**config.mk**
```make
export PLATFORM = sky130hd
export DESIGN_NAME = store_buffer
export DESIGN_NICKNAME = d
export VERILOG_FILES = /design/src/rtl/sb_pkg.sv /design/src/rtl/sb_queue.sv /design/src/rtl/sb_ctrl.sv /design/src/rtl/store_buffer.sv
export SDC_FILE = /design/constraint.sdc
export NUM_CORES = 1
export LEC_CHECK = 0
export BUFFER_PORTS_ARGS = -buffer_cell sky130_fd_sc_hd__buf_2
export CAP_MARGIN = 10
export CORE_UTILIZATION = 54
export DETAILED_ROUTE_END_ITERATION = 12
export PLACE_DENSITY = 0.77
export SKIP_LAST_GASP = 1
export SLEW_MARGIN = 40
export SYNTH_ARGS = -nofsm -noshare
export SYNTH_HDL_FRONTEND = slang
export SYNTH_HIERARCHICAL = 1
export SYNTH_SLANG_ARGS = --single-unit
```
**constraint.sdc**
```tcl
create_clock -name clk -period 3.7 [get_ports clk]
set_input_delay 0.555 -clock clk [delete_from_list [all_inputs] [get_ports clk]]
set_output_delay 0.555 -clock clk [all_outputs]
set_load 0.01 [all_outputs]
```
**src/rtl/sb_pkg.sv**
```systemverilog
package sb_pkg;
    localparam logic [1:0] MODE_SYNC    = 2'b00;
    localparam logic [1:0] MODE_INORDER = 2'b01;

    typedef enum logic [1:0] {
        ST_IDLE  = 2'd0,
        ST_LOAD  = 2'd1,
        ST_SYNC  = 2'd2,
        ST_DRAIN = 2'd3
    } ctl_state_e;
endpackage

```
**src/rtl/sb_queue.sv**
```systemverilog
module sb_queue #(
    parameter int DEPTH  = 4,
    parameter int ADDR_W = 8,
    parameter int DATA_W = 32
) (
    input  logic              clk,
    input  logic              rst_n,
    input  logic              push_i,
    input  logic [ADDR_W-1:0] push_addr_i,
    input  logic [DATA_W-1:0] push_data_i,
    input  logic              pop_i,
    output logic [ADDR_W-1:0] head_addr_o,
    output logic [DATA_W-1:0] head_data_o,
    output logic              empty_o,
    output logic              full_o,
    input  logic [ADDR_W-1:0] look_addr_i,
    output logic              hit_o,
    output logic [DATA_W-1:0] hit_data_o
);
    localparam int PTR_W = (DEPTH > 1) ? $clog2(DEPTH) : 1;
    localparam int CNT_W = $clog2(DEPTH + 1);

    typedef struct packed {
        logic [ADDR_W-1:0] addr;
        logic [DATA_W-1:0] data;
    } slot_t;

    typedef struct packed {
        logic [PTR_W-1:0]   rd;
        logic [PTR_W-1:0]   wr;
        logic [CNT_W-1:0]   cnt;
        slot_t [DEPTH-1:0]  slots;
    } q_regs_t;

    q_regs_t s_q, s_d;

    function automatic logic [PTR_W-1:0] bump(input logic [PTR_W-1:0] p);
        return (p == PTR_W'(DEPTH - 1)) ? '0 : p + 1'b1;
    endfunction

    always_comb begin
        s_d = s_q;
        if (push_i) begin
            s_d.slots[s_q.wr].addr = push_addr_i;
            s_d.slots[s_q.wr].data = push_data_i;
            s_d.wr = bump(s_q.wr);
        end
        if (pop_i) begin
            s_d.rd = bump(s_q.rd);
        end
        case ({push_i, pop_i})
            2'b10:   s_d.cnt = s_q.cnt + 1'b1;
            2'b01:   s_d.cnt = s_q.cnt - 1'b1;
            default: s_d.cnt = s_q.cnt;
        endcase
    end

    always_ff @(posedge clk) begin
        if (!rst_n) begin
            s_q <= '0;
        end else begin
            s_q <= s_d;
        end
    end

    assign empty_o     = (s_q.cnt == '0);
    assign full_o      = (s_q.cnt == CNT_W'(DEPTH));
    assign head_addr_o = s_q.slots[s_q.rd].addr;
    assign head_data_o = s_q.slots[s_q.rd].data;

    // Per-age match: age 0 is the oldest live entry.
    logic [DEPTH-1:0] age_hit;
    logic [DATA_W-1:0] age_data [DEPTH];

    for (genvar k = 0; k < DEPTH; k++) begin : g_age
        logic [PTR_W-1:0] idx;
        always_comb begin
            idx = PTR_W'((int'(s_q.rd) + k) % DEPTH);
        end
        assign age_hit[k]  = (CNT_W'(k) < s_q.cnt) && (s_q.slots[idx].addr == look_addr_i);
        assign age_data[k] = s_q.slots[idx].data;
    end

    // Youngest match wins: later ages overwrite earlier ones.
    always_comb begin
        hit_data_o = '0;
        for (int k = 0; k < DEPTH; k++) begin
            if (age_hit[k]) begin
                hit_data_o = age_data[k];
            end
        end
    end
    assign hit_o = |age_hit;

    p_no_overflow_r8: assert property (@(posedge clk) disable iff (!rst_n)
        push_i |-> (s_q.cnt < CNT_W'(DEPTH)));

    p_pop_nonempty_r7: assert property (@(posedge clk) disable iff (!rst_n)
        pop_i |-> (s_q.cnt != '0));

    p_count_moves_r7: assert property (@(posedge clk) disable iff (!rst_n)
        (push_i && !pop_i) |=> (s_q.cnt == $past(s_q.cnt) + 1'b1));
endmodule

```
**src/rtl/sb_ctrl.sv**
```systemverilog
module sb_ctrl #(
    parameter int ADDR_W = 8,
    parameter int DATA_W = 32
) (
    input  logic              clk,
    input  logic              rst_n,
    input  logic [1:0]        mode_i,
    input  logic              cpu_req_i,
    input  logic              cpu_we_i,
    input  logic              cpu_fence_i,
    input  logic [ADDR_W-1:0] cpu_addr_i,
    input  logic [DATA_W-1:0] cpu_wdata_i,
    output logic              cpu_ack_o,
    output logic [DATA_W-1:0] cpu_rdata_o,
    input  logic              q_empty_i,
    input  logic              q_full_i,
    input  logic              q_hit_i,
    input  logic [DATA_W-1:0] q_hit_data_i,
    input  logic [ADDR_W-1:0] q_head_addr_i,
    input  logic [DATA_W-1:0] q_head_data_i,
    output logic              push_o,
    output logic              pop_o,
    output logic              mem_req_o,
    output logic              mem_we_o,
    output logic [ADDR_W-1:0] mem_addr_o,
    output logic [DATA_W-1:0] mem_wdata_o,
    input  logic              mem_rdy_i,
    input  logic              mem_resp_i,
    input  logic [DATA_W-1:0] mem_rdata_i
);
    import sb_pkg::*;

    typedef struct packed {
        ctl_state_e st;
    } ctl_regs_t;

    ctl_regs_t s_q, s_d;

    logic buffered, bypass, cpu_free, want_ld, want_st;

    assign buffered = (mode_i != MODE_SYNC);
    assign bypass   = mode_i[1];
    // The processor may present a new request unless its own access is in flight.
    assign cpu_free = (s_q.st == ST_IDLE) || (s_q.st == ST_DRAIN);

    always_comb begin
        s_d         = s_q;
        cpu_ack_o   = 1'b0;
        cpu_rdata_o = '0;
        push_o      = 1'b0;
        pop_o       = 1'b0;
        mem_req_o   = 1'b0;
        mem_we_o    = 1'b0;
        mem_addr_o  = q_head_addr_i;
        mem_wdata_o = q_head_data_i;
        want_ld     = 1'b0;
        want_st     = 1'b0;

        if (cpu_free && cpu_req_i) begin
            if (cpu_fence_i) begin
                if ((s_q.st == ST_IDLE) && q_empty_i) begin
                    cpu_ack_o = 1'b1;
                end
            end else if (cpu_we_i) begin
                if (buffered) begin
                    if (!q_full_i) begin
                        push_o    = 1'b1;
                        cpu_ack_o = 1'b1;
                    end
                end else if ((s_q.st == ST_IDLE) && q_empty_i) begin
                    want_st = 1'b1;
                end
            end else begin
                if (bypass && q_hit_i) begin
                    cpu_ack_o   = 1'b1;
                    cpu_rdata_o = q_hit_data_i;
                end else if ((s_q.st == ST_IDLE) && (bypass || q_empty_i)) begin
                    want_ld = 1'b1;
                end
            end
        end

        case (s_q.st)
            ST_IDLE: begin
                if (want_ld || want_st) begin
                    mem_req_o   = 1'b1;
                    mem_we_o    = want_st;
                    mem_addr_o  = cpu_addr_i;
                    mem_wdata_o = cpu_wdata_i;
                    if (mem_rdy_i) begin
                        s_d.st = want_ld ? ST_LOAD : ST_SYNC;
                    end
                end else if (!q_empty_i) begin
                    mem_req_o = 1'b1;
                    mem_we_o  = 1'b1;
                    if (mem_rdy_i) begin
                        s_d.st = ST_DRAIN;
                    end
                end
            end
            ST_LOAD: begin
                if (mem_resp_i) begin
                    cpu_ack_o   = 1'b1;
                    cpu_rdata_o = mem_rdata_i;
                    s_d.st      = ST_IDLE;
                end
            end
            ST_SYNC: begin
                if (mem_resp_i) begin
                    cpu_ack_o = 1'b1;
                    s_d.st    = ST_IDLE;
                end
            end
            ST_DRAIN: begin
                if (mem_resp_i) begin
                    pop_o  = 1'b1;
                    s_d.st = ST_IDLE;
                end
            end
            default: s_d.st = ST_IDLE;
        endcase
    end

    always_ff @(posedge clk) begin
        if (!rst_n) begin
            s_q.st <= ST_IDLE;
        end else begin
            s_q <= s_d;
        end
    end

    p_sync_no_push_r3: assert property (@(posedge clk) disable iff (!rst_n)
        push_o |-> (mode_i != MODE_SYNC));

    p_inorder_load_r4: assert property (@(posedge clk) disable iff (!rst_n)
        (mem_req_o && !mem_we_o && (mode_i == MODE_INORDER)) |-> q_empty_i);

    p_one_outstanding_r11: assert property (@(posedge clk) disable iff (!rst_n)
        (mem_req_o && mem_rdy_i) |=> !mem_req_o);

    p_fence_drained_r9: assert property (@(posedge clk) disable iff (!rst_n)
        (cpu_ack_o && cpu_req_i && cpu_fence_i) |-> q_empty_i);

    p_full_holds_store_r8: assert property (@(posedge clk) disable iff (!rst_n)
        (q_full_i && cpu_req_i && cpu_we_i && !cpu_fence_i) |-> !cpu_ack_o);
endmodule

```
**src/rtl/store_buffer.sv**
```systemverilog
module store_buffer #(
    parameter int DEPTH  = 4,
    parameter int ADDR_W = 8,
    parameter int DATA_W = 32
) (
    input  logic              clk,
    input  logic              rst_n,
    input  logic [1:0]        mode_i,
    input  logic              cpu_req_i,
    input  logic              cpu_we_i,
    input  logic              cpu_fence_i,
    input  logic [ADDR_W-1:0] cpu_addr_i,
    input  logic [DATA_W-1:0] cpu_wdata_i,
    output logic              cpu_ack_o,
    output logic [DATA_W-1:0] cpu_rdata_o,
    output logic              mem_req_o,
    output logic              mem_we_o,
    output logic [ADDR_W-1:0] mem_addr_o,
    output logic [DATA_W-1:0] mem_wdata_o,
    input  logic              mem_rdy_i,
    input  logic              mem_resp_i,
    input  logic [DATA_W-1:0] mem_rdata_i
);
    logic              q_push, q_pop, q_empty, q_full, q_hit;
    logic [ADDR_W-1:0] q_head_addr;
    logic [DATA_W-1:0] q_head_data, q_hit_data;

    sb_queue #(
        .DEPTH  (DEPTH),
        .ADDR_W (ADDR_W),
        .DATA_W (DATA_W)
    ) i_queue (
        .clk         (clk),
        .rst_n       (rst_n),
        .push_i      (q_push),
        .push_addr_i (cpu_addr_i),
        .push_data_i (cpu_wdata_i),
        .pop_i       (q_pop),
        .head_addr_o (q_head_addr),
        .head_data_o (q_head_data),
        .empty_o     (q_empty),
        .full_o      (q_full),
        .look_addr_i (cpu_addr_i),
        .hit_o       (q_hit),
        .hit_data_o  (q_hit_data)
    );

    sb_ctrl #(
        .ADDR_W (ADDR_W),
        .DATA_W (DATA_W)
    ) i_ctrl (
        .clk           (clk),
        .rst_n         (rst_n),
        .mode_i        (mode_i),
        .cpu_req_i     (cpu_req_i),
        .cpu_we_i      (cpu_we_i),
        .cpu_fence_i   (cpu_fence_i),
        .cpu_addr_i    (cpu_addr_i),
        .cpu_wdata_i   (cpu_wdata_i),
        .cpu_ack_o     (cpu_ack_o),
        .cpu_rdata_o   (cpu_rdata_o),
        .q_empty_i     (q_empty),
        .q_full_i      (q_full),
        .q_hit_i       (q_hit),
        .q_hit_data_i  (q_hit_data),
        .q_head_addr_i (q_head_addr),
        .q_head_data_i (q_head_data),
        .push_o        (q_push),
        .pop_o         (q_pop),
        .mem_req_o     (mem_req_o),
        .mem_we_o      (mem_we_o),
        .mem_addr_o    (mem_addr_o),
        .mem_wdata_o   (mem_wdata_o),
        .mem_rdy_i     (mem_rdy_i),
        .mem_resp_i    (mem_resp_i),
        .mem_rdata_i   (mem_rdata_i)
    );
endmodule

```
== Yosys cells after proc, flatten, opt, wreduce, memory -nomap -nowiden ==
Index checks and enable logic that the tools add are counted.

* Register bits after elaboration: 169
* Bits in latches: 0
* Memory bits (writable): 0
* Memory bits (read-only): 0
* Input bits: 81
* Output and inout port bits: 75
* Memories kept: 0

* Add/sub/neg operators: 7
* Multipliers: 0
* Div/mod/pow operators: 0
* Magnitude comparators: 10
* Eq/ne operators: 16
* Shift-type cells: 0
* Mux-type cells: 66
* Bitwise gates (word level): 0
* Reduce and logical (&&, ||, !) cells: 20

{| class="wikitable"
|+ Operators by type and width
! cell !! count
|-
| two-way mux 32 bit || 13
|-
| binary-select mux 40 bit (select 2 bit) || 4
|-
| bitwise mux 160 bit || 2
|-
| two-way mux 40 bit || 5
|-
| demux 40 bit (select 2 bit) || 2
|-
| == test 8 bit || 4
|-
| two-way mux 1 bit || 28
|-
| two-way mux 2 bit || 8
|-
| two-way mux 8 bit || 2
|-
| less-than comparator 2 x 3 -> 1 bit (second input constant) || 5
|-
| == test 2 bit (second input constant) || 5
|-
| logical AND 1 bit || 9
|-
| adder 2 x 1 -> 2 bit (second input constant) || 3
|-
| less-than comparator 1 x 3 -> 1 bit (first input constant) || 2
|-
| less-than comparator 2 x 3 -> 1 bit (first input constant) || 2
|-
| inequality test 3 bit (second input constant) || 2
|-
| one-hot mux 3 bit (2 select lines) || 1
|-
| adder 2 bit (second input constant) || 2
|-
| == test 2 x 1 -> 1 bit (second input constant) || 2
|-
| one-hot mux 2 bit (2 select lines) || 1
|-
| AND reduction 4 bit || 1
|-
| nonzero test 2 bit || 2
|-
| OR reduction 4 bit || 1
|-
| adder 3 x 1 -> 3 bit (second input constant) || 1
|-
| other kinds (10) || 12
|}

== Logic depth before layout (Yosys ltp) ==
Gate-level depths: netlist of the first run.

* Depth in word-level cells: 15
* Gate-level depth with buffers: 17
* Gate-level depth less buffers: 11

== Cells and area by module ==
Netlist of the first run, hierarchy kept.

{| class="wikitable"
|+ By module, submodules not included
! module !! times used !! cells each !! area an instance (µm²) !! sequential area each (µm²)
|-
| sb_queue || 1 || 1349 || 11831.3 || 3343.2
|-
| sb_ctrl || 1 || 126 || 1141.1 || 40.0
|}

== Least setup slack after synthesis of the first run ==
OpenSTA, ideal clock, no wires.

* Path kind: flip-flop to output port
* Start point: reg i_queue/s_q[165] (netlist name)
* End point: out mem_wdata_o[0]
* Data arrival time: 3.496 ns
* Slack: -0.351 ns
* Cell stages (with the launch flop): 17
* Path buffers: 5
* Path through: dfxtp_1 -> ha_1 -> buf_6 -> buf_2 -> mux4_2 -> xor2_1 -> nor4_1 -> buf_2 -> nand2_2 -> o21a_4 -> buf_2 -> nand3_1 -> a21oi_1 -> o21ai_1 -> a21oi_4 -> buf_6 -> mux2_2

* Cells in the longest elaborated chain, start to end: 14
* Elaborated cells on any way between the ends: 28
* Classes of those cells: add/sub (3); eq/ne (4); mux (14); reduce/logical (7)

{| class="wikitable"
|+ RTL lines
! what !! RTL line !! source
|-
| start, declared || sb_queue.sv:35 || <nowiki>q_regs_t s_q, s_d;</nowiki>
|-
| start signal, assigned || sb_queue.sv:60 || <nowiki>s_q <= '0;</nowiki>
|-
| start signal, assigned || sb_queue.sv:62 || <nowiki>s_q <= s_d;</nowiki>
|-
| adder 2 x 1 -> 2 bit / adder 2 bit (equally long branches) || sb_queue.sv:78 || <nowiki>idx = PTR_W'((int'(s_q.rd) + k) % DEPTH);</nowiki>
|-
| binary-select mux 40 bit (select 2 bit) || sb_queue.sv:80 || <nowiki>assign age_hit[k] = (CNT_W'(k) < s_q.cnt) && (s_q.slots[idx].addr == look_addr_i);</nowiki>
|-
| two-way mux 40 bit (not written as such) || sb_queue.sv:80 ||
|-
| == test 8 bit || sb_queue.sv:80 ||
|-
| logical AND 1 bit || sb_queue.sv:80 ||
|-
| OR reduction 4 bit * || sb_queue.sv:93 || <nowiki>assign hit_o = |age_hit;</nowiki>
|-
| named net q_hit || store_buffer.sv:24 || <nowiki>logic q_push, q_pop, q_empty, q_full, q_hit;</nowiki>
|-
| logical AND 1 bit * || sb_ctrl.sv:74 || <nowiki>if (bypass && q_hit_i) begin</nowiki>
|-
| two-way mux 1 bit * || sb_ctrl.sv:74 ||
|-
| two-way mux 1 bit * || sb_ctrl.sv:64 || <nowiki>end else if (cpu_we_i) begin</nowiki>
|-
| two-way mux 1 bit * || sb_ctrl.sv:60 || <nowiki>if (cpu_fence_i) begin</nowiki>
|-
| two-way mux 1 bit * || sb_ctrl.sv:59 || <nowiki>if (cpu_free && cpu_req_i) begin</nowiki>
|-
| logical OR 1 bit * || sb_ctrl.sv:85 || <nowiki>if (want_ld || want_st) begin</nowiki>
|-
| two-way mux 32 bit * || sb_ctrl.sv:85 ||
|-
| two-way mux 32 bit * || sb_ctrl.sv:83 || <nowiki>case (s_q.st)</nowiki>
|-
| end, declared || store_buffer.sv:19 || <nowiki>output logic [DATA_W-1:0] mem_wdata_o,</nowiki>
|}

The timed path passes the listed nets; every way through them passes the cells marked *. The select of a mux whose other input is x is not followed.

== Final worst setup path of the first run ==
* Start point: reg i_queue/s_q[166] (netlist name)
* End point: out mem_addr_o[0]

* Cells in the longest elaborated chain, start to end: 14
* Elaborated cells on any way between the ends: 28
* Classes of those cells: add/sub (3); eq/ne (4); mux (14); reduce/logical (7)

{| class="wikitable"
|+ RTL lines
! what !! RTL line !! source
|-
| adder 2 x 1 -> 2 bit / adder 2 bit (equally long branches) || sb_queue.sv:78 ||
|-
| binary-select mux 40 bit (select 2 bit) || sb_queue.sv:80 ||
|-
| two-way mux 40 bit (not written as such) || sb_queue.sv:80 ||
|-
| == test 8 bit || sb_queue.sv:80 ||
|-
| logical AND 1 bit || sb_queue.sv:80 ||
|-
| OR reduction 4 bit * || sb_queue.sv:93 ||
|-
| named net q_hit || store_buffer.sv:24 ||
|-
| logical AND 1 bit * || sb_ctrl.sv:74 ||
|-
| two-way mux 1 bit * || sb_ctrl.sv:74 ||
|-
| two-way mux 1 bit * || sb_ctrl.sv:64 ||
|-
| two-way mux 1 bit * || sb_ctrl.sv:60 ||
|-
| two-way mux 1 bit * || sb_ctrl.sv:59 ||
|-
| logical OR 1 bit * || sb_ctrl.sv:85 ||
|-
| two-way mux 8 bit * || sb_ctrl.sv:85 ||
|-
| two-way mux 8 bit * || sb_ctrl.sv:83 ||
|-
| end, declared || store_buffer.sv:18 || <nowiki>output logic [ADDR_W-1:0] mem_addr_o,</nowiki>
|}

Marked as above.

==> impl_metrics.csv, run 1 <==
group,metric,value,unit
placed_design,dpl_worst_slack,-0.347,ns
logic_synthesis,ys_top_cells_by_area,"dfxtp_1 26%, mux4_2 13%, nand2_1 10%",
floorplan,die_w,157,um
cells_and_area,fin_area,15400,sq um
logic_synthesis,syn_nets,1570,
worst_setup_path,crit_chain,"ha_4 -> buf_6 -> mux4_2 -> xor2_2 -> a2111oi_4 -> buf_4 -> nand2_4 -> o21a_4 -> nand3_4 -> a21oi_4 -> o21ai_2 -> a21oi_4 -> buf_6 -> buf_12 -> mux2_2 -> buf_2",
timing,rsz0062_at_grt,"true",
timing,period_needed,4.38,ns
cts,cts-root-buf,"clkbuf_16",
cts,htreeDepth,4,
worst_setup_path,worstSetupStartpointType,"flip-flop",
floorplan,rows,56,
timing,fin_crit_sh,118,%
routing,drtIter0Drc,1475,
timing,maxSlewHeadroom,50.2,%
routing,drt-pass1-iter-count,6,
power_and_ir_drop,p_leak,5.42,nW
global_routing,grt_pass1_vias,12000,
global_routing,met3_usage,5.73,%
floorplan,start_util,55.1,%
global_routing,grt_max_degree,171,
global_routing,track_usage,33.6,%
cells_and_area,area_growth,18.3,%
timing,hold_viol,0,
routing,viasPerCell,6.47,
logic_synthesis,avgSynthCellArea,8.79,sq um
logic_synthesis,synth-edff-count,0,
timing,worstMarginPinSlew,0.745,ns
global_routing,gr-total-overflow,0,
cts,clock_path_buffers,2,
logic_synthesis,synth_warnings,6,
routing,vias,12600,
cells_and_area,n_antenna_cell,0,
worst_setup_path,critPathArrivalTime,3.83,ns
logic_synthesis,synth_fa_ha_area_share,1.35,%
logic_synthesis,synth_cells,1475,
logic_synthesis,syn-cell-area,13000,sq um
cts,cts_buffers,17,
status,failed_checks,"negative setup slack",
placed_design,dpl_cell_area,14400,sq um
global_routing,met2_usage,54.3,%
logic_synthesis,synth_mux_area_share,25.8,%
logic_synthesis,yosys.area_share.xor_xnor,2.23,%
placed_design,portBuffers,155,
global_routing,antenna_found_initial,0,
timing,setup_viol,75,
cts,path_clk_slew,0.08,ns
global_routing,grt.busiest_layer,"met2",
logic_synthesis,async_reset_ff_share,0,%
timing,finalMaxSlewViolations,0,
status,status,"complete, but fails checks",
logic_synthesis,yosys.area_share.simple,17.3,%
placed_design,dp_cells,1901,
logic_synthesis,synth_cell_types,57,
worst_setup_path,critPathSlowestCell,"mux4_2",
timing,fin_skew,0.0113,ns
cts,clkSinkCount,169,
cts,cts_tree,"yes",
power_and_ir_drop,power_density,320,nW/um^2
placed_design,dp_hpwl,25800,um
cts,hold_buffers,0,
placed_design,gp_congestion,0.873,
logic_synthesis,synth-seq-cells,169,
routing,drt_wl_total,41200,um
routing,ant_nets,0,
cts,clk_latency,0.44,ns
flow_run,drv_cap,0,
logic_synthesis,synth_top_family_by_area,"multiplexers",
power_and_ir_drop,power,0.00491,W
logic_synthesis,synth_compound_area_share,21.4,%
cells_and_area,final_layout_size_suffix_gt1_share,30.8,%
worst_setup_path,cp_max_fo,9,
logic_synthesis,yosys.area.top_type_share,26.1,%
floorplan,die_y,157,um
worst_setup_path,critPathMaxStageDelay,0.53,ns
cells_and_area,layoutNonFillerInstCount,1947,
floorplan,core_region_area,23500,sq um
timing,final.setup.worst_slack,-0.683,ns
global_routing,grt_pass1_wl,64100,um
worst_setup_path,critPathCaptureType,"primary output",
worst_setup_path,worstPathRequired,3.14,ns
power_and_ir_drop,vdd_drop_max,275,uV
cells_and_area,nFillCells,1942,
timing,max_freq,228,MHz
cells_and_area,fin_nets,1710,
routing,drc_errors,0,
timing,final.setup.tns,-47.44,ns
worst_setup_path,path_class,"flip-flop to primary output",
global_routing,grt_use_met1,42.9,%
logic_synthesis,synth_top_cell_by_area,"dfxtp_1",
logic_synthesis,synth_ff_type,"dfxtp_1",
floorplan,dieArea,24600,sq um
floorplan,pin_count,156,
routing,routedWlPerCell,21.2,um
min_path,hp-class,"input port to flip-flop",
logic_synthesis,ys_seq_area_share,26.1,%
-- report_power, final --
part           internal (W)  switching (W)  leakage, nW
Clock              0.000939       0.000824        0.271
Combinational      0.000567       0.000681         3.79
Sequential          0.00186      0.0000427         1.36
Total               0.00336        0.00155         5.42
-- sequential cells by signal (all words and copies together) (netlist names) --
register and cells:
i_ctrl/s_q 2, i_queue/s_q 167
-- routing by layer --
layer / routed length, um / vias to the layer above
met5: 0 / -
met4: 1730 / 0
met3: 4040 / 138
met2: 19300 / 779
met1: 16100 / 6016
li1: - / 5671
-- cells in the final DEF, fill, tap and decap left out, types with 12 or more instances in the layout --
cell type  synthesis  layout
ha_1              14      13
xnor2_1           20      20
o21ai_0           23      22
nand3_1           24      23
o41ai_1           18      18
a21boi_0         161     161
nor4_1            47      45
a41oi_1           21      21
a21oi_1           69      68
clkbuf_16          0      18
mux2_2            72      71
buf_4              5      84
mux4_1            13      12
nor2_1            67      66
mux2i_1           46      45
buf_2             29     153
buf_12             0      12
dfxtp_1          169     167
mux4_2            77      78
a22o_1            32      32
nand2_1          354     353
-- repair_timing --
action	CTS	global route
pin swaps	10	10
gates resized for setup	34	8
gates cloned	4	1
buffers inserted	7	2
setup endpoints to repair	75	75
-- final timing paths --
check	startpoint	end	slack, ns	cells after the start
worst min-delay path	cpu_wdata_i[12]	i_queue/s_q[12]$_SDFFE_PN0P_	0.40	3
worst max register to register	i_queue/s_q[166]$_SDFFE_PN0P_	i_ctrl/s_q[0]$_SDFFE_PN0P_	0.38	14
worst max-delay path	i_queue/s_q[166]$_SDFFE_PN0P_	mem_addr_o[0]	-0.68	16
worst min register to register	i_queue/s_q[137]$_SDFFE_PN0P_	i_queue/s_q[137]$_SDFFE_PN0P_	0.49	2
-- layout make-up --
cell class	count	area (sq um)	area share (%)
inverter	10	37.5	0.245
clock inverter	15	141	0.921
sequential	169	3390	22.1
timing repair buffer	269	1950	12.7
clock buffer	17	425	2.77
tap	319	399	2.60
multi-input combinational	1148	9000	58.6
-- per-stage QoR --
stage | hold WS (ns) | utilization [%]
after floorplan | 0.460 | -
after global placement | 0.472 | 61.2
after detailed placement | 0.483 | 61.2
after CTS | 0.394 | 64.9
after global routing | 0.409 | 65.2
final | 0.404 | 65.2
-- Yosys cell counts (24+ instances only) --
library cell  count
a21boi_0        161
a21oi_1          69
a22o_1           32
buf_2            29
clkbuf_1         95
dfxtp_1         169
mux2_2           72
mux2i_1          46
mux4_2           77
nand2_1         354
nand3_1          24
nor2_1           67
nor4_1           47
-- critical path, delay by kind of cell (launching register included) --
kind	cells	cell delay [ns]
buffers and inverters	5	0.78
AOI/OAI and AO/OA	5	0.67
and+or+nand+nor	2	0.14
xor gates and xnor gates	1	0.22
muxes	2	0.89
adders and majority gates	1	0.31
DFF	1	0.37
-- kinds of logic after synthesis --
| kind of cell | Yosys count |
|---|---|
| simple gates | 527 |
| mux | 208 |
| fa+ha+maj | 14 |
| flops | 169 |
| compound gates | 366 |
| xor+xnor | 33 |
| buf+inv | 158 |
No activity file was read; power rests on OpenSTA's default activity.
==> inputs of run 2 (changes only) <==
--- a/config.mk
+++ b/config.mk
@@ -9,10 +9,9 @@
 export CAP_MARGIN = 10
 export CORE_UTILIZATION = 54
 export DETAILED_ROUTE_END_ITERATION = 12
-export PLACE_DENSITY = 0.77
+export PLACE_DENSITY = 0.74
 export SKIP_LAST_GASP = 1
 export SLEW_MARGIN = 40
 export SYNTH_ARGS = -nofsm -noshare
 export SYNTH_HDL_FRONTEND = slang
-export SYNTH_HIERARCHICAL = 1
 export SYNTH_SLANG_ARGS = --single-unit
==> run 2 against run 1 <==
Net effect: the flow still finishes with violations (negative setup slack); synthesized area decreased by 2.0%; worst hold slack improved by 0.0082 ns; global-route usage decreased by 0.68 points; via count decreased by 7.3%; design area decreased by 0.55%; synthesized cell count decreased by 9.3%; flip-flop and latch count unchanged; register-to-register slack improved by 0.22 ns; sequential power decreased by 2%; count of clock-buffer cells in the layout increased by 1; worst setup slack improved by 0.14 ns; non-clock buffer count decreased by 39; critical path type unchanged.
==> impl_metrics.csv, run 2 <==
group,metric,value,unit
status,status,"complete, but fails checks",
status,failed_checks,"negative setup slack",
worst_setup_path,critPathMostFrequentCell,"buf_12",
global_routing,gr-total-overflow,0,
routing,drt_wl_total,39200,um
worst_setup_path,startpoint,"i_queue.s_q[165]$_SDFFE_PN0P_",
power_and_ir_drop,p_int,0.00317,W
logic_synthesis,synth_ff_type,"dfxtp_1",
worst_setup_path,critPathMaxStageDelay,0.53,ns
timing,period_needed,4.25,ns
cts,htreeDepth,4,
logic_synthesis,yosys.area.top_type_share,27.4,%
logic_synthesis,synth_top_cell_by_area,"mux4_2",
logic_synthesis,yosysMostFrequentCell,"nand2_1",
routing,vias,11700,
floorplan,die_y,155,um
timing,hold_viol,0,
placed_design,dpl_cell_area,13900,sq um
min_path,hp-class,"input port to flip-flop",
global_routing,grt_pass1_wl,61300,um
power_and_ir_drop,vdd_drop_max,273,uV
cts,cts_tree,"yes",
logic_synthesis,ys_seq_area_share,26.6,%
timing,setup_viol,75,
timing,final.setup.tns,-34.77,ns
placed_design,dpl_worst_slack,-0.0667,ns
power_and_ir_drop,p_sw,0.00110,W
timing,finalMaxSlewViolations,0,
global_routing,antenna_found_initial,3,
placed_design,portBuffers,155,
cts,clock_path_buffers,2,
logic_synthesis,synth_warnings,0,
floorplan,rows,55,
placed_design,gp_congestion,0.862,
logic_synthesis,syn-cell-area,12700,sq um
cells_and_area,reg_top3,"i_queue.s_q x167, i_ctrl.s_q x2",
logic_synthesis,ys_top_cells_by_area,"mux4_2 27%, dfxtp_1 27%, nand2_1 11%",
timing,rsz0062_at_grt,"true",
cells_and_area,final_layout_size_suffix_gt1_share,33.2,%
power_and_ir_drop,pwr-share-comb,12.1,%
worst_setup_path,path_class,"flip-flop to primary output",
cts,clk_latency,0.44,ns
worst_setup_path,crit_chain,"ha_4 -> buf_6 -> mux4_2 -> xnor2_2 -> nand2_2 -> a2111oi_4 -> nor2_4 -> a21oi_4 -> buf_12 -> buf_12 -> mux2_2 -> buf_2",
global_routing,grt_pass1_vias,11100,
worst_setup_path,critPathCaptureType,"primary output",
timing,fin_skew,0.00829,ns
power_and_ir_drop,seqPwrFrac,43.7,%
worst_setup_path,crit_end,"mem_wdata_o[1]",
cells_and_area,largest_reg_flops,167,
worst_setup_path,r2r_cells,14,
global_routing,track_usage,32.9,%
routing,drtIter0Drc,1029,
logic_synthesis,synth_cells,1338,
power_and_ir_drop,clkPwrFrac,44.3,%
logic_synthesis,synth-edff-count,0,
logic_synthesis,avgSynthCellArea,9.50,sq um
logic_synthesis,async_reset_ff_share,0,%
floorplan,core_region_area,22800,sq um
power_and_ir_drop,power,0.00426,W
cts,clkSinkCount,169,
worst_setup_path,r2r_start,"i_queue.s_q[165]$_SDFFE_PN0P_",
logic_synthesis,synth-seq-cells,169,
worst_setup_path,r2r_slack,0.60,ns
power_and_ir_drop,power_density,279,nW/um^2
cells_and_area,area_growth,20.0,%
logic_synthesis,syn_nets,1432,
floorplan,dieArea,24200,sq um
logic_synthesis,synth_common_cells,"370 x nand2_1, 169 x dfxtp_1, 164 x a21boi_0",
routing,drc_errors,0,
floorplan,die_w,155,um
flow_run,drv_cap,0,
cts,cts_buffers,17,
timing,worstMarginPinSlew,0.718,ns
power_and_ir_drop,switching_share,25.8,%
timing,fin_crit_sh,115,%
worst_setup_path,critPathSlowestCell,"mux4_2",
routing,ant_nets,0,
routing,drt-pass1-iter-count,5,
cells_and_area,final_cell_mix,"354 x nand2_1, 167 x dfxtp_1, 164 x a21boi_0",
worst_setup_path,worstSetupStartpointType,"flip-flop",
routing,viasPerCell,6.56,
worst_setup_path,worstPathRequired,3.14,ns
logic_synthesis,synth_cell_types,49,
routing,routedWlPerCell,22.0,um
cts,cts-root-buf,"clkbuf_16",
cells_and_area,final_common_cell,"nand2_1",
floorplan,start_util,55.7,%
floorplan,pin_count,156,
cells_and_area,fin_area,15300,sq um
cts,hold_buffers,0,
global_routing,grt_max_degree,100,
placed_design,dp_hpwl,24500,um
worst_setup_path,critPathArrivalTime,3.69,ns
timing,max_freq,235,MHz
cells_and_area,regMostFlops,"i_queue.s_q",
timing,final.setup.worst_slack,-0.547,ns
worst_setup_path,rr_endpoint,"i_ctrl.s_q[1]$_SDFFE_PN0P_",
worst_setup_path,cp_max_fo,10,
cells_and_area,fin_nets,1547,
timing,maxSlewHeadroom,52.1,%
cts,path_clk_slew,0.07,ns
power_and_ir_drop,p_leak,5.50,nW
## run 2: cell types whose count changed after synthesis, moves of 20 or more
cell     previous run  this run
a22o_1             32         0
nor4_1             47         1
a31oi_1             2        34
a32o_1              2        32
mux4_2             77       155
nor2_1             67        37
mux2i_1            46        12
a21oi_1            69         8
buf_2              29         9
a41oi_1            21         0
mux2_1              0        39
a21o_1              0        32
mux2_2             72         1
## run 2: logic make-up after synthesis
| family | Yosys count | synth area share, % |
|---|---|---|
| compound gates | 287 | 17.4 |
| xor+xnor | 39 | 2.69 |
| fa+ha+maj | 13 | 1.28 |
| buf+inv | 143 | 4.69 |
| flops | 169 | 26.6 |
| mux | 207 | 31.9 |
| simple gates | 480 | 15.4 |
## run 2: power groups by stage
| stage | combinational, W | clock [W] | sequential (W) |
|---|---|---|---|
| CTS | 0.000503 | 0.00190 | 0.00186 |
| detailed placement | 0.000457 | 0 | 0.00190 |
| floorplan | 0.000269 | 0 | 0.00190 |
| finish | 0.000515 | 0.00189 | 0.00186 |
| global route | 0.000545 | 0.00197 | 0.00186 |
| global placement | 0.000452 | 0 | 0.00190 |
## run 2: how the worst min path moves through the flow
stage | start | end | slack [ns] | depth (start not counted)
floorplan | i_queue.s_q[0]$_SDFFE_PN0P_ | i_queue.s_q[0]$_SDFFE_PN0P_ | 0.47 | 2
global placement | i_queue.s_q[140]$_SDFFE_PN0P_ | i_queue.s_q[140]$_SDFFE_PN0P_ | 0.48 | 2
detailed placement | i_queue.s_q[79]$_SDFFE_PN0P_ | i_queue.s_q[79]$_SDFFE_PN0P_ | 0.50 | 2
CTS | cpu_wdata_i[28] | i_queue.s_q[68]$_SDFFE_PN0P_ | 0.40 | 3
global route | cpu_wdata_i[6] | i_queue.s_q[46]$_SDFFE_PN0P_ | 0.42 | 3
finish | cpu_wdata_i[28] | i_queue.s_q[108]$_SDFFE_PN0P_ | 0.41 | 3
## run 2: metal layers
layer	track usage (%)	share of wire, %	vias to the layer above
met1	43.9	39	5763
li1	-	-	5149
met3	6.10	9.5	107
met4	14.1	3.4	0
met5	0	0	-
met2	52.7	48	665
## run 2: what timing repair did
item	4_1_cts	5_1_grt
cloned	5	0
setup endpoints to repair	75	75
pin swaps	19	15
resized for setup	78	28
setup buffers	7	7
## run 2: final cells by class
class | instances | area [sq um]
sequential | 169 | 3390
timing repair buffer | 230 | 1770
inverter | 9 | 33.8
clock buffer | 18 | 439
clock inverter | 14 | 171
antenna | 3 | 7.51
multi-input combinational | 1026 | 9060
fill | 1793 | 7580
tap | 313 | 392
## run 2: per-stage QoR
stage	util (%)	std cells	hold WS, ns
floorplan	-	1338	0.470
global placement	60.9	1729	0.484
detailed placement	61.0	1729	0.498
CTS	66.0	1773	0.400
global route	66.8	1780	0.416
finish	66.8	1782	0.412
## run 2: critical path: cells and delay by family, from the launching register on
kind | cells | cell delay, ns
xor gates and xnor gates | 1 | 0.20
adders and majority gates | 1 | 0.34
muxes | 2 | 0.89
and+or+nand+nor | 2 | 0.23
AOI/OAI and AO/OA | 2 | 0.62
buffers and inverters | 4 | 0.59
DFF | 1 | 0.38
